==> src/rtl/wfa_pkg.sv <==
package wfa_pkg;
  timeunit 1ns;
  timeprecision 1ps;

  typedef enum logic {
    FETCH_ROTATE = 1'b0,
    FETCH_CRIT   = 1'b1
  } fetch_mode_e;

endpackage

==> src/rtl/wfa_warp_slots.sv <==
module wfa_warp_slots #(
  parameter int SLOTS  = 2,
  parameter int SLOT_W = 1
) (
  input  logic              clk,
  input  logic              rst_n,
  input  logic              fill_en,
  input  logic              fill_rdy,
  input  logic              issue_en,
  input  logic [SLOT_W-1:0] issue_slot,
  input  logic              take,
  output logic [SLOTS-1:0]  vld_o,
  output logic [SLOTS-1:0]  rdy_o,
  output logic              pend_o,
  output logic              elig_o
);
  timeunit 1ns;
  timeprecision 1ps;

  logic [SLOTS-1:0]  vld_q, rdy_q;
  logic              pend_q;
  logic              room;
  logic [SLOT_W-1:0] fill_idx;
  logic              issue_ok;

  // Find the lowest empty slot: scan from the top down so the last hit is the lowest.
  always_comb begin
    room     = 1'b0;
    fill_idx = '0;
    for (int s = SLOTS - 1; s >= 0; s--) begin
      if (!vld_q[s]) begin
        room     = 1'b1;
        fill_idx = SLOT_W'(s);
      end
    end
  end

  assign issue_ok = issue_en && (int'(issue_slot) < SLOTS);

  always_ff @(posedge clk) begin
    if (!rst_n) begin
      vld_q  <= '0;
      rdy_q  <= '0;
      pend_q <= 1'b0;
    end else begin
      if (issue_ok) begin
        vld_q[issue_slot] <= 1'b0;
        rdy_q[issue_slot] <= 1'b0;
      end
      if (fill_en && room) begin
        vld_q[fill_idx] <= 1'b1;
        rdy_q[fill_idx] <= fill_rdy;
      end
      if (fill_en && room) pend_q <= 1'b0;
      else if (take)       pend_q <= 1'b1;
    end
  end

  assign vld_o  = vld_q;
  assign rdy_o  = rdy_q;
  assign pend_o = pend_q;
  assign elig_o = ~|vld_q && !pend_q;

endmodule

==> src/rtl/wfa_rr_pick.sv <==
module wfa_rr_pick #(
  parameter int N     = 8,
  parameter int WID_W = 3
) (
  input  logic [N-1:0]     elig,
  input  logic [WID_W-1:0] start,
  output logic             found,
  output logic [WID_W-1:0] idx
);
  timeunit 1ns;
  timeprecision 1ps;

  always_comb begin
    found = 1'b0;
    idx   = '0;
    for (int k = 0; k < N; k++) begin
      int c;
      c = int'(start) + k;
      if (c >= N) c = c - N;
      if (!found && elig[c]) begin
        found = 1'b1;
        idx   = WID_W'(c);
      end
    end
  end

endmodule

==> src/rtl/warp_fetch_arbiter.sv <==
module warp_fetch_arbiter
  import wfa_pkg::*;
#(
  parameter int NUM_WARPS = 8,
  parameter int SLOTS     = 2,
  localparam int WID_W    = (NUM_WARPS > 1) ? $clog2(NUM_WARPS) : 1,
  localparam int SLOT_W   = (SLOTS > 1) ? $clog2(SLOTS) : 1,
  localparam int BITS     = NUM_WARPS * SLOTS
) (
  input  logic              clk,
  input  logic              rst_n,
  input  logic              crit_mode,
  input  logic              pred_vld,
  input  logic [WID_W-1:0]  pred_warp,
  input  logic              issue_vld,
  input  logic [WID_W-1:0]  issue_warp,
  input  logic [SLOT_W-1:0] issue_slot,
  input  logic              fill_vld,
  input  logic [WID_W-1:0]  fill_warp,
  input  logic              fill_rdy,
  output logic              fetch_vld,
  output logic [WID_W-1:0]  fetch_warp,
  input  logic              fetch_rdy,
  output logic [BITS-1:0]   slot_valid,
  output logic [BITS-1:0]   slot_ready
);
  timeunit 1ns;
  timeprecision 1ps;

  fetch_mode_e            mode;
  logic [NUM_WARPS-1:0]   elig, pend, take_vec;
  logic [WID_W-1:0]       rr_ptr;
  logic                   rr_found;
  logic [WID_W-1:0]       rr_idx;
  logic                   crit_hit;
  logic                   accept;

  assign mode = fetch_mode_e'(crit_mode);

  for (genvar w = 0; w < NUM_WARPS; w++) begin : g_warp
    wfa_warp_slots #(.SLOTS(SLOTS), .SLOT_W(SLOT_W)) u_slots (
      .clk        (clk),
      .rst_n      (rst_n),
      .fill_en    (fill_vld && (fill_warp == WID_W'(w))),
      .fill_rdy   (fill_rdy),
      .issue_en   (issue_vld && (issue_warp == WID_W'(w))),
      .issue_slot (issue_slot),
      .take       (take_vec[w]),
      .vld_o      (slot_valid[w*SLOTS +: SLOTS]),
      .rdy_o      (slot_ready[w*SLOTS +: SLOTS]),
      .pend_o     (pend[w]),
      .elig_o     (elig[w])
    );
  end

  wfa_rr_pick #(.N(NUM_WARPS), .WID_W(WID_W)) u_rr (
    .elig  (elig),
    .start (rr_ptr),
    .found (rr_found),
    .idx   (rr_idx)
  );

  assign crit_hit = (mode == FETCH_CRIT) && pred_vld &&
                    (int'(pred_warp) < NUM_WARPS) && elig[pred_warp];

  assign fetch_vld  = crit_hit || rr_found;
  assign fetch_warp = crit_hit ? pred_warp : rr_idx;
  assign accept     = fetch_vld && fetch_rdy;

  always_comb begin
    take_vec = '0;
    if (accept) take_vec[fetch_warp] = 1'b1;
  end

  always_ff @(posedge clk) begin
    if (!rst_n) begin
      rr_ptr <= '0;
    end else if (accept && !crit_hit) begin
      rr_ptr <= (int'(rr_idx) == NUM_WARPS - 1) ? '0 : rr_idx + 1'b1;
    end
  end

endmodule

==> config.mk <==
export PLATFORM = sky130hd
export DESIGN_NAME = warp_fetch_arbiter
export DESIGN_NICKNAME = d
export VERILOG_FILES = /design/src/rtl/wfa_pkg.sv /design/src/rtl/wfa_warp_slots.sv /design/src/rtl/wfa_rr_pick.sv /design/src/rtl/warp_fetch_arbiter.sv
export SDC_FILE = /design/constraint.sdc
export NUM_CORES = 1
export LEC_CHECK = 0
export BUFFER_PORTS_ARGS = -buffer_cell sky130_fd_sc_hd__buf_2
export CAP_MARGIN = 20
export CORE_MARGIN = 2
export CORE_UTILIZATION = 57
export CTS_BUF_LIST = sky130_fd_sc_hd__clkbuf_16
export DETAILED_ROUTE_END_ITERATION = 8
export GPL_ROUTABILITY_DRIVEN = 1
export PLACE_DENSITY_LB_ADDON = 0.1
export SLEW_MARGIN = 20
export SYNTH_ARGS = -nofsm -noshare
export SYNTH_HDL_FRONTEND = slang
export SYNTH_SLANG_ARGS = --single-unit
==> constraint.sdc <==
create_clock -name clk -period 4.79 [get_ports clk]
set_input_delay 0.479 -clock clk [delete_from_list [all_inputs] [get_ports clk]]
set_output_delay 0.479 -clock clk [all_outputs]
set_load 0.01 [all_outputs]
==> run_results.csv, run 1 <==
group,metric,value,unit
logic_synthesis,async_reset_ff_share,0,%
routing,total_wire_length,9840,um
routing,drt_iter0_drcs,255,
logic_synthesis,synth.yosys.seq_area_share,26.4,%
floorplanning,die_w,79.6,um
grt,grt_met2_use,54.1,%
timing,timing.final.setup_violations,0,
logic_synthesis,synth_cell_types,77,
critical_path,start_kind,"flop",
clock_tree,cts_buffers,5,
timing,setup_total_negative_slack,0,ns
logic_synthesis,synthesis.area_per_instance,7.93,sq um
finish,layout.nets,478,
critical_path,required,4.31,ns
clock_tree,path_clk_slew,0.07,ns
clock_tree,root_buffer,"sky130_fd_sc_hd__clkbuf_16",
timing,fin_crit,4.20,ns
floorplanning,fp-row-count,27,
finish,multi_input_area,2260,sq um
pwr,power_density,487,nW/um^2
routing,drt-vias-per-instance,6.62,
timing,final_hold_violation_count,0,
timing,worst_hold_slack,0.465,ns
logic_synthesis,synthCells,411,
clock_tree,post_cts_setup_inserts,0,
finish,syn_to_final_growth,14.6,%
critical_path,crit_path_end_kind,"output port",
timing,final.period_utilization,87.6,%
flow_run,cap_violations,0,
worst_hold_path,hold_class,"flop to flop",
timing,timing.clock.skew,0.00647,ns
logic_synthesis,ys_ff_latch,43,
finish,number_of_filler_instances_in_the_final_layout,518,
clock_tree,postCtsHoldBufs,0,
finish,antenna_cells_inserted,0,
finish,seq_area,861,sq um
routing,drc_errors,0,
critical_path,critical_path_capture_point,"fetch_warp[1]",
pwr,vdd.ir_drop.worst,0.000269,V
floorplanning,io_pins,54,
clock_tree,cts_sinks,43,
grt,grt_most_used_layer,"met2",
grt,gr-total-overflow,0,
floorplanning,die_height,79.6,um
logic_synthesis,netlist_area,3260,sq um
critical_path,worst-endpoint-arrival,3.72,ns
floorplanning,total_die_area,6340,sq um
timing,timing.final.max_slew_violations,0,
timing,rsz0062_at_grt,"false",
critical_path,worstSetupStartpoint,"rr_ptr[1]$_SDFFE_PN0P_",
routing,routed-via-count,3510,
critical_path,regToRegStartpoint,"rr_ptr[1]$_SDFFE_PN0P_",
grt,groute.layer.met1.usage,38.2,%
grt,grt_met3_use,5.09,%
grt,grt_max_degree,28,
status,run_status,"finished, final reports clean",
logic_synthesis,postSynth.topFlopCell,"sky130_fd_sc_hd__dfxtp_1",
floorplanning,floorplan.core_area,5510,sq um
grt,antenna_found_initial,0,
worst_hold_path,worstHoldPathCells,2,
grt,global_route.usage.total,31.3,%
placed_design,gp_routability_congestion,0.998,
clock_tree,ctsHtreeMaxLevel,2,
critical_path,regToRegSetupSlack,1.07,ns
critical_path,timing.rr.end,"rr_ptr[2]$_SDFFE_PN0P_",
timing,tightestPinTransition,0.805,ns
clock_tree,insertion_delay,0.28,ns
logic_synthesis,synth_edf_count,0,
finish,commonest_non_fill_non_tap_cells_in_the_layout,"sky130_fd_sc_hd__nand2_1 (54), sky130_fd_sc_hd__buf_2 (53), sky130_fd_sc_hd__dfxtp_1 (43), sky130_fd_sc_hd__a21oi_1 (42), sky130_fd_sc_hd__nor2_1 (42)",
timing,timing.slew.headroom,46.3,%
logic_synthesis,yosys_warnings,0,
routing,drt_pre_antenna_iters,5,
clock_tree,ctsLongestPathBuffers,2,
critical_path,timing.reg2reg.worst_path_depth,13,
critical_path,highest_fanout_seen_on_the_critical_path,14,
finish,layout_commonest_cell,"sky130_fd_sc_hd__nand2_1",
routing,antenna_violating_nets_remaining,0,
finish,final_layout_size_suffix_gt1_share,21.8,%
timing,achievable-frequency,238,MHz
placed_design,dp_hpwl,7430,um
logic_synthesis,synth_nets,432,
routing,wire_per_inst,18.6,um
critical_path,path_class,"flop to output port",
pwr,leakage_power,0.00147,uW
floorplanning,starting_utilization_of_the_core_area,59.2,%
placed_design,numPortBuffers,53,
grt,global_route_wire_length_before_repair,15400,um
clock_tree,cts-resized-gates,0,
clock_tree,cts_tree,"done",
grt,vias_in_the_first_global_route,3162,
-- critical path, cell delays in order, from the launching register on --
cell and delay, ns:
sky130_fd_sc_hd__dfxtp_1 0.34, sky130_fd_sc_hd__inv_2 0.10, sky130_fd_sc_hd__ha_1 0.54, sky130_fd_sc_hd__or4b_1 0.54
sky130_fd_sc_hd__nand3_2 0.15, sky130_fd_sc_hd__a2bb2o_4 0.22, sky130_fd_sc_hd__o311a_1 0.38, sky130_fd_sc_hd__a2bb2o_1 0.27
sky130_fd_sc_hd__o211ai_1 0.12, sky130_fd_sc_hd__a211oi_2 0.36, sky130_fd_sc_hd__or2_1 0.24, sky130_fd_sc_hd__buf_2 0.16
-- flip-flops by register name, indices dropped and copies added, names as in the netlist --
register	flops
g_warp.u_slots.vld_o	16
rr_ptr	3
g_warp.u_slots.rdy_o	16
g_warp.u_slots.pend_o	8
-- per-stage QoR --
stage                     instance area [sq um]  worst slack, ns  util [%]  power, uW  std cells
final                                      3740            0.592      67.8       1820        530
after floorplan                            3260             1.02         -       1190        411
after CTS                                  3740            0.638      67.8       1800        530
after detailed placement                   3570            0.954      64.8       1410        522
after global placement                     3570             1.02      64.8       1410        522
after global routing                       3740            0.406      67.8       1920        530
-- power breakdown --
group | switching (uW) | internal, uW | total [uW] | leakage (uW)
logic | 602 | 405 | 1010 | 0.00104
registers | 37.0 | 382 | 419 | 0.000348
clock network | 148 | 246 | 394 | 0.0000838
total | 787 | 1030 | 1820 | 0.00147
-- cell families after synthesis --
kind of cell	count (synthesis)	share of synthesized area [%]
AO/OA/AOI/OAI	110	25.0
AND/OR/NAND/NOR	199	32.4
flip-flops	43	26.4
multiplexers	22	9.79
buffers and inverters	30	4.14
adder cells (fa/ha/maj)	3	1.15
XOR/XNOR	4	1.07
-- synth_stat cells, types with 5 or more instances --
| library cell | count | share of area, % |
|---|---|---|
| sky130_fd_sc_hd__o21ai_0 | 6 | 0.92 |
| sky130_fd_sc_hd__and2_1 | 5 | 0.96 |
| sky130_fd_sc_hd__a21oi_1 | 42 | 6.4 |
| sky130_fd_sc_hd__nand3_1 | 15 | 2.3 |
| sky130_fd_sc_hd__nor3b_1 | 7 | 1.6 |
| sky130_fd_sc_hd__inv_1 | 7 | 0.81 |
| sky130_fd_sc_hd__nor3_1 | 16 | 2.5 |
| sky130_fd_sc_hd__nand4_1 | 8 | 1.5 |
| sky130_fd_sc_hd__clkbuf_1 | 12 | 1.4 |
| sky130_fd_sc_hd__dfxtp_1 | 43 | 26 |
| sky130_fd_sc_hd__mux2i_1 | 9 | 2.8 |
| sky130_fd_sc_hd__o211ai_1 | 6 | 1.4 |
| sky130_fd_sc_hd__nand2_1 | 54 | 6.2 |
| sky130_fd_sc_hd__buf_2 | 6 | 0.92 |
| sky130_fd_sc_hd__nand3b_1 | 12 | 2.8 |
| sky130_fd_sc_hd__nor2_1 | 42 | 4.8 |
| sky130_fd_sc_hd__mux2_2 | 5 | 1.7 |
| sky130_fd_sc_hd__or4_1 | 5 | 1.2 |
| sky130_fd_sc_hd__nand4b_1 | 6 | 1.6 |
-- cell type report --
cell class | instances | area share (%)
clock buffer | 5 | 3.35
clock inverter | 3 | 1.17
inverter | 9 | 0.904
multi-input combinational | 338 | 60.6
sequential | 43 | 23.0
tap | 72 | 2.41
timing repair buffer | 60 | 8.51
-- routing by layer --
metal  up-vias  share of wire, %
met3        30               5.6
met4         0               3.5
met2       150                50
li1       1660                 -
met5         -                 0
met1      1670                41
-- worst min path at each step --
stage,slack (ns),endpoint,from
floorplan,0.45,g_warp[0].u_slots.pend_o$_SDFFE_PP0P_,g_warp[0].u_slots.pend_o$_SDFFE_PP0P_
global placement,0.46,g_warp[1].u_slots.rdy_o[1]$_SDFF_PN0_,g_warp[1].u_slots.rdy_o[1]$_SDFF_PN0_
detailed placement,0.46,g_warp[1].u_slots.rdy_o[1]$_SDFF_PN0_,g_warp[1].u_slots.rdy_o[1]$_SDFF_PN0_
CTS,0.47,g_warp[1].u_slots.rdy_o[1]$_SDFF_PN0_,g_warp[1].u_slots.rdy_o[1]$_SDFF_PN0_
global route,0.49,rr_ptr[2]$_SDFFE_PN0P_,rst_n
finish,0.47,g_warp[1].u_slots.rdy_o[1]$_SDFF_PN0_,g_warp[1].u_slots.rdy_o[1]$_SDFF_PN0_
Power figures use the tool's default switching activity.
==> inputs of run 2 (changes only) <==
PLACE_DENSITY = 0.88   (was default)
PLACE_DENSITY_LB_ADDON = default   (was 0.1)
==> run 2 against run 1 <==
Against the previous run:
- clock skew fell by 0.0021 ns
- power fell by 3.3%
- combinational power barely moved
- critical path depth did not move
- non-clock buffer count did not move
- design area fell by 0.77%
- clock-buffer cell count did not move
- fmax fell by 3.9%
- final cell count did not move
- via count fell by 0.40%
- first-iteration DRC count rose by 60%
- register-to-register slack got worse by 0.34 ns
- largest power group unchanged
==> run_results.csv, run 2 (synthesized netlist as in run 1, its figures left out) <==
group,metric,value,unit
timing,rsz0062_at_grt,"false",
grt,antenna_found_initial,0,
critical_path,timing.critical_path.slowest_cell_delay,0.68,ns
finish,commonest_non_fill_non_tap_cells_in_the_layout,"sky130_fd_sc_hd__nand2_1 (54), sky130_fd_sc_hd__buf_2 (53), sky130_fd_sc_hd__dfxtp_1 (43), sky130_fd_sc_hd__a21oi_1 (42), sky130_fd_sc_hd__nor2_1 (42)",
floorplanning,total_die_area,6340,sq um
critical_path,start_kind,"flop",
clock_tree,path_clk_slew,0.06,ns
timing,timing.slew.headroom,42.2,%
placed_design,numPortBuffers,53,
pwr,internal_power,975,uW
timing,timing.final.max_slew_violations,0,
timing,timing.final.setup_violations,0,
clock_tree,cts-resized-gates,0,
finish,fin_util,67.3,%
clock_tree,postCtsHoldBufs,0,
grt,global_route.usage.total,31.4,%
grt,vias_in_the_first_global_route,3176,
routing,highest_routing_layer_actually_used,"met4",
finish,final_layout_size_suffix_gt1_share,21.4,%
critical_path,critical_path.cell_chain,"inv_2, ha_1, or4b_2, o211a_1, a31oi_1, a21boi_0, a211oi_1, o32ai_1, o31ai_2, inv_1, buf_2",
clock_tree,cts_sinks,43,
clock_tree,cts_buffers,5,
timing,achievable-frequency,229,MHz
pwr,p_seq_share,23.7,%
floorplanning,die_height,79.6,um
pwr,power_frac_clock,18.8,%
placed_design,postPlaceCellArea,3570,sq um
finish,layout.nets,478,
routing,met2_wire_length,4730,um
clock_tree,insertion_delay,0.29,ns
timing,timing.clock.skew,0.00441,ns
placed_design,dp_hpwl,7380,um
finish,finalInstanceArea,3710,sq um
placed_design,gp_routability_congestion,0.975,
routing,antenna_violating_nets_remaining,0,
routing,total_wire_length,9820,um
routing,drc_errors,0,
grt,global_route_wire_length_before_repair,15700,um
grt,grt_max_degree,24,
timing,final_hold_violation_count,0,
critical_path,required,4.31,ns
routing,drt_pre_antenna_iters,5,
critical_path,worst-endpoint-arrival,3.89,ns
clock_tree,ctsLongestPathBuffers,2,
critical_path,cp_num_buf_inv,3,
floorplanning,io_pins,54,
clock_tree,post_cts_setup_inserts,0,
status,run_status,"finished, final reports clean",
routing,wire_per_inst,18.5,um
routing,met3_length,740,um
critical_path,crit_path_end_kind,"output port",
finish,layout_commonest_cell,"sky130_fd_sc_hd__nand2_1",
critical_path,timing.critical_path.slowest_stage_cell,"sky130_fd_sc_hd__or4b_2",
clock_tree,root_buffer,"sky130_fd_sc_hd__clkbuf_16",
routing,drt-vias-per-instance,6.60,
finish,antenna_cells_inserted,0,
routing,drt-met1-wl,3980,um
clock_tree,cts_tree,"done",
routing,routed-via-count,3496,
pwr,leakage_power,0.00145,uW
pwr,switching_power,784,uW
pwr,swShare,44.6,%
routing,drt_iter0_drcs,407,
critical_path,critical_path.top_delay_family,"compound AO/OA/AOI/OAI gates",
floorplanning,fp-row-count,27,
pwr,combinational_group_share_of_total_power,57.6,%
timing,fin_crit,4.37,ns
finish,syn_to_final_growth,13.7,%
floorplanning,starting_utilization_of_the_core_area,59.2,%
floorplanning,die_w,79.6,um
flow_run,cap_violations,0,
critical_path,highest_fanout_seen_on_the_critical_path,17,
worst_hold_path,hold_class,"flop to flop",
critical_path,path_class,"flop to output port",
pwr,vdd.ir_drop.worst,0.000271,V
floorplanning,floorplan.core_area,5510,sq um
grt,gr-total-overflow,0,
timing,setup_total_negative_slack,0,ns
timing,final.period_utilization,91.2,%
clock_tree,ctsHtreeMaxLevel,2,
pwr,power_density,475,nW/um^2
timing,tightestPinTransition,0.865,ns
-- run 2: cell count changes in the layout (fill, tap and decap cells not counted) --
| cell | change |
|---|---|
| sky130_fd_sc_hd__clkinv_1 | +2 |
| sky130_fd_sc_hd__bufinv_16 | -1 |
| sky130_fd_sc_hd__clkinvlp_4 | +1 |
| sky130_fd_sc_hd__clkinv_4 | -1 |
| sky130_fd_sc_hd__clkinv_2 | -1 |
-- run 2: path summary, 6_finish.rpt --
kind                                              start                                     to  slack, ns  cells past startpoint
setup / recovery                 rr_ptr[1]$_SDFFE_PN0P_                          fetch_warp[2]       0.42                     11
setup reg to reg                 rr_ptr[1]$_SDFFE_PN0P_                 rr_ptr[2]$_SDFFE_PN0P_       0.73                     13
hold / removal    g_warp[4].u_slots.rdy_o[1]$_SDFF_PN0_  g_warp[4].u_slots.rdy_o[1]$_SDFF_PN0_       0.48                      2
hold reg to reg   g_warp[4].u_slots.rdy_o[1]$_SDFF_PN0_  g_warp[4].u_slots.rdy_o[1]$_SDFF_PN0_       0.48                      2
-- run 2: power groups by stage --
| stage | Sequential (uW) | Clock [uW] | Combinational [uW] |
|---|---|---|---|
| CTS | 414 | 330 | 990 |
| finish | 416 | 330 | 1010 |
| floorplan | 413 | 0 | 778 |
| detailed placement | 422 | 0 | 979 |
| global route | 419 | 345 | 1100 |
| global placement | 422 | 0 | 975 |
-- run 2: layer usage --
layer	vias to the layer above	GRT usage [%]
li1	1655	-
met1	1607	40.1
met2	195	52.0
met3	39	5.20
met4	0	14.3
met5	-	0
-- run 2: cell type report --
cell class,count,area [sq um]
clock buffer,5,125
clock inverter,3,15.0
fill,449,1800
inverter,9,33.8
multi-input combinational,338,2260
sequential,43,861
tap,72,90.1
timing repair buffer,60,318
-- run 2: stage by stage --
stage | cells | power [uW] | hold slack (ns) | setup WS (ns)
after floorplan | 411 | 1190 | 0.450 | 1.02
after global placement | 522 | 1400 | 0.461 | 0.961
after detailed placement | 522 | 1400 | 0.459 | 0.841
after CTS | 530 | 1730 | 0.473 | 0.531
after global routing | 530 | 1860 | 0.490 | 0.211
final | 530 | 1760 | 0.482 | 0.423
-- run 2: worst reg2reg max path, delay by kind of cell (launching register included) --
family | cells | cell delay, ns
AOI/OAI and AO/OA | 5 | 1.31
and+or+nand+nor | 5 | 1.28
adders and majority gates | 2 | 0.89
DFF | 1 | 0.34
buffers and inverters | 1 | 0.11
==> inputs of run 3 (changes only) <==
RECOVER_POWER = 100   (was default)
==> run 3 against run 2 <==
Against the previous run:
- sequential power about the same
- register-to-register slack got worse by 0.25 ns
- non-clock buffer count unchanged
- power decreased by 0.32%
- clock skew decreased by 0.00060 ns
- fmax decreased by 2.9%
- core utilization decreased by 1.1 points
- clock power about the same
==> run_results.csv, run 3 (synthesized netlist as in run 1, its figures left out) <==
group,metric,value,unit
worst_hold_path,hold_class,"flop to flop",
timing,min_setup_slack_post_route,0.294,ns
clock_tree,cts_buffers,5,
clock_tree,ctsLongestPathBuffers,2,
floorplanning,starting_utilization_of_the_core_area,59.2,%
critical_path,critical_path.cell_chain,"inv_2, ha_1, or4b_1, nand3_2, a2bb2o_4, o311a_1, o21bai_2, nor4_2, o31ai_1, inv_1, buf_2",
routing,drt_pre_antenna_iters,5,
flow_run,cap_violations,0,
routing,wire_per_inst,18.6,um
pwr,leakage_power,0.00130,uW
critical_path,cp_num_buf_inv,3,
floorplanning,die_height,79.6,um
floorplanning,total_die_area,6340,sq um
timing,timing.final.setup_violations,0,
timing,achievable-frequency,222,MHz
finish,final_layout_size_suffix_gt1_share,12.9,%
floorplanning,io_pins,54,
floorplanning,fp-row-count,27,
finish,layout_commonest_cell,"sky130_fd_sc_hd__nand2_1",
placed_design,numPortBuffers,53,
critical_path,start_kind,"flop",
pwr,vdd.ir_drop.worst,0.000269,V
critical_path,worstSetupStartpoint,"rr_ptr[1]$_SDFFE_PN0P_",
routing,total_wire_length,9860,um
grt,gr-total-overflow,0,
critical_path,timing.critical_path.slowest_cell_delay,0.61,ns
pwr,power_density,481,nW/um^2
critical_path,regToRegSetupSlack,0.48,ns
grt,grt_max_degree,24,
critical_path,timing.reg2reg.worst_path_depth,13,
floorplanning,die_w,79.6,um
routing,drc_errors,0,
timing,timing.slew.headroom,27.5,%
grt,global_route.usage.total,31.4,%
finish,syn_to_final_growth,11.9,%
grt,global_route_wire_length_before_repair,15700,um
critical_path,critical_path.top_delay_family,"compound AO/OA/AOI/OAI gates",
floorplanning,floorplan.core_area,5510,sq um
routing,antenna_violating_nets_remaining,0,
critical_path,regToRegStartpoint,"rr_ptr[1]$_SDFFE_PN0P_",
clock_tree,insertion_delay,0.28,ns
critical_path,timing.critical_path.slowest_stage_cell,"sky130_fd_sc_hd__ha_1",
clock_tree,cts_tree,"done",
clock_tree,ctsHtreeMaxLevel,2,
routing,drt_iter0_drcs,415,
clock_tree,postCtsHoldBufs,0,
timing,timing.final.max_slew_violations,0,
finish,commonest_non_fill_non_tap_cells_in_the_layout,"sky130_fd_sc_hd__nand2_1 (54), sky130_fd_sc_hd__dfxtp_1 (43), sky130_fd_sc_hd__a21oi_1 (42), sky130_fd_sc_hd__nor2_1 (42), sky130_fd_sc_hd__clkbuf_1 (37)",
grt,antenna_found_initial,0,
routing,drt-vias-per-instance,6.61,
placed_design,gp_routability_congestion,0.975,
timing,timing.clock.skew,0.00381,ns
timing,final.period_utilization,93.9,%
critical_path,required,4.31,ns
clock_tree,path_clk_slew,0.06,ns
critical_path,crit_path_end_kind,"output port",
critical_path,highest_fanout_seen_on_the_critical_path,17,
finish,number_of_filler_instances_in_the_final_layout,474,
clock_tree,root_buffer,"sky130_fd_sc_hd__clkbuf_16",
placed_design,dp_hpwl,7380,um
critical_path,timing.rr.end,"rr_ptr[2]$_SDFFE_PN0P_",
timing,setup_total_negative_slack,0,ns
finish,antenna_cells_inserted,0,
clock_tree,cts-resized-gates,0,
clock_tree,post_cts_setup_inserts,0,
status,run_status,"finished, final reports clean",
timing,fin_crit,4.50,ns
timing,rsz0062_at_grt,"false",
finish,layout.nets,478,
timing,final_hold_violation_count,0,
critical_path,worst-endpoint-arrival,4.02,ns
critical_path,critical_path_capture_point,"fetch_warp[2]",
routing,routed-via-count,3503,
critical_path,path_depth,11,
clock_tree,cts_sinks,43,
timing,tightestPinTransition,1.09,ns
critical_path,path_class,"flop to output port",
grt,vias_in_the_first_global_route,3176,
placed_design,place_ws,0.841,ns
[run 3: through the flow]
stage | cell area (sq um) | total power (uW) | util (%) | instances | hold slack [ns]
finish | 3650 | 1750 | 66.3 | 530 | 0.480
global route | 3650 | 1860 | 66.3 | 530 | 0.491
CTS | 3710 | 1730 | 67.3 | 530 | 0.473
detailed placement | 3570 | 1400 | 64.8 | 522 | 0.459
global placement | 3570 | 1400 | 64.8 | 522 | 0.461
floorplan | 3260 | 1190 | - | 411 | 0.450
[run 3: per-layer routing]
| layer | vias to the layer above | global-route usage (%) | part of all wire (%) |
|---|---|---|---|
| met5 | - | 0 | 0 |
| met4 | 0 | 14.3 | 3.6 |
| met3 | 35 | 5.20 | 7.1 |
| met2 | 178 | 52.0 | 49 |
| met1 | 1634 | 40.1 | 41 |
| li1 | 1656 | - | - |
[run 3: cell type report]
type	instances	area, sq um	share of cell area, %
multi-input cells	338	2250	61.8
well taps	72	90.1	2.47
clock inverters	3	15.0	0.412
clock buffers	5	125	3.43
inverters	9	33.8	0.926
flip-flops and latches	43	861	23.6
repair buffers	60	269	7.37
[run 3: report_power, final]
| group | total (uW) | switching, uW | internal (uW) | leakage, uW |
|---|---|---|---|---|
| Sequential | 416 | 33.5 | 382 | 0.000348 |
| Combinational | 1010 | 611 | 398 | 0.000885 |
| Clock | 329 | 139 | 190 | 0.0000649 |
| Total | 1750 | 784 | 969 | 0.00130 |
[run 3: worst min path at each step]
stage / from / to / slack, ns / cells past startpoint
6_report: g_warp[4].u_slots.rdy_o[1]$_SDFF_PN0_ / g_warp[4].u_slots.rdy_o[1]$_SDFF_PN0_ / 0.48 / 2
5_1_grt: g_warp[4].u_slots.rdy_o[1]$_SDFF_PN0_ / g_warp[4].u_slots.rdy_o[1]$_SDFF_PN0_ / 0.49 / 2
4_1_cts: g_warp[4].u_slots.rdy_o[1]$_SDFF_PN0_ / g_warp[4].u_slots.rdy_o[1]$_SDFF_PN0_ / 0.47 / 2
3_5_place_dp: g_warp[4].u_slots.rdy_o[1]$_SDFF_PN0_ / g_warp[4].u_slots.rdy_o[1]$_SDFF_PN0_ / 0.46 / 2
3_3_place_gp: g_warp[4].u_slots.rdy_o[1]$_SDFF_PN0_ / g_warp[4].u_slots.rdy_o[1]$_SDFF_PN0_ / 0.46 / 2
2_1_floorplan: g_warp[0].u_slots.pend_o$_SDFFE_PP0P_ / g_warp[0].u_slots.pend_o$_SDFFE_PP0P_ / 0.45 / 2
[run 3: worst reg2reg max path: stages (launching register included)]
cell and delay, ns:
sky130_fd_sc_hd__dfxtp_1 0.34, sky130_fd_sc_hd__inv_2 0.11, sky130_fd_sc_hd__ha_1 0.61, sky130_fd_sc_hd__buf_4 0.23, sky130_fd_sc_hd__mux2i_1 0.39, sky130_fd_sc_hd__a2bb2oi_1 0.13
sky130_fd_sc_hd__a211oi_1 0.61, sky130_fd_sc_hd__o21bai_2 0.20, sky130_fd_sc_hd__o211ai_1 0.44, sky130_fd_sc_hd__nand3_1 0.23, sky130_fd_sc_hd__ha_1 0.29, sky130_fd_sc_hd__nor3_1 0.32
sky130_fd_sc_hd__nor3b_1 0.11, sky130_fd_sc_hd__o21a_1 0.18
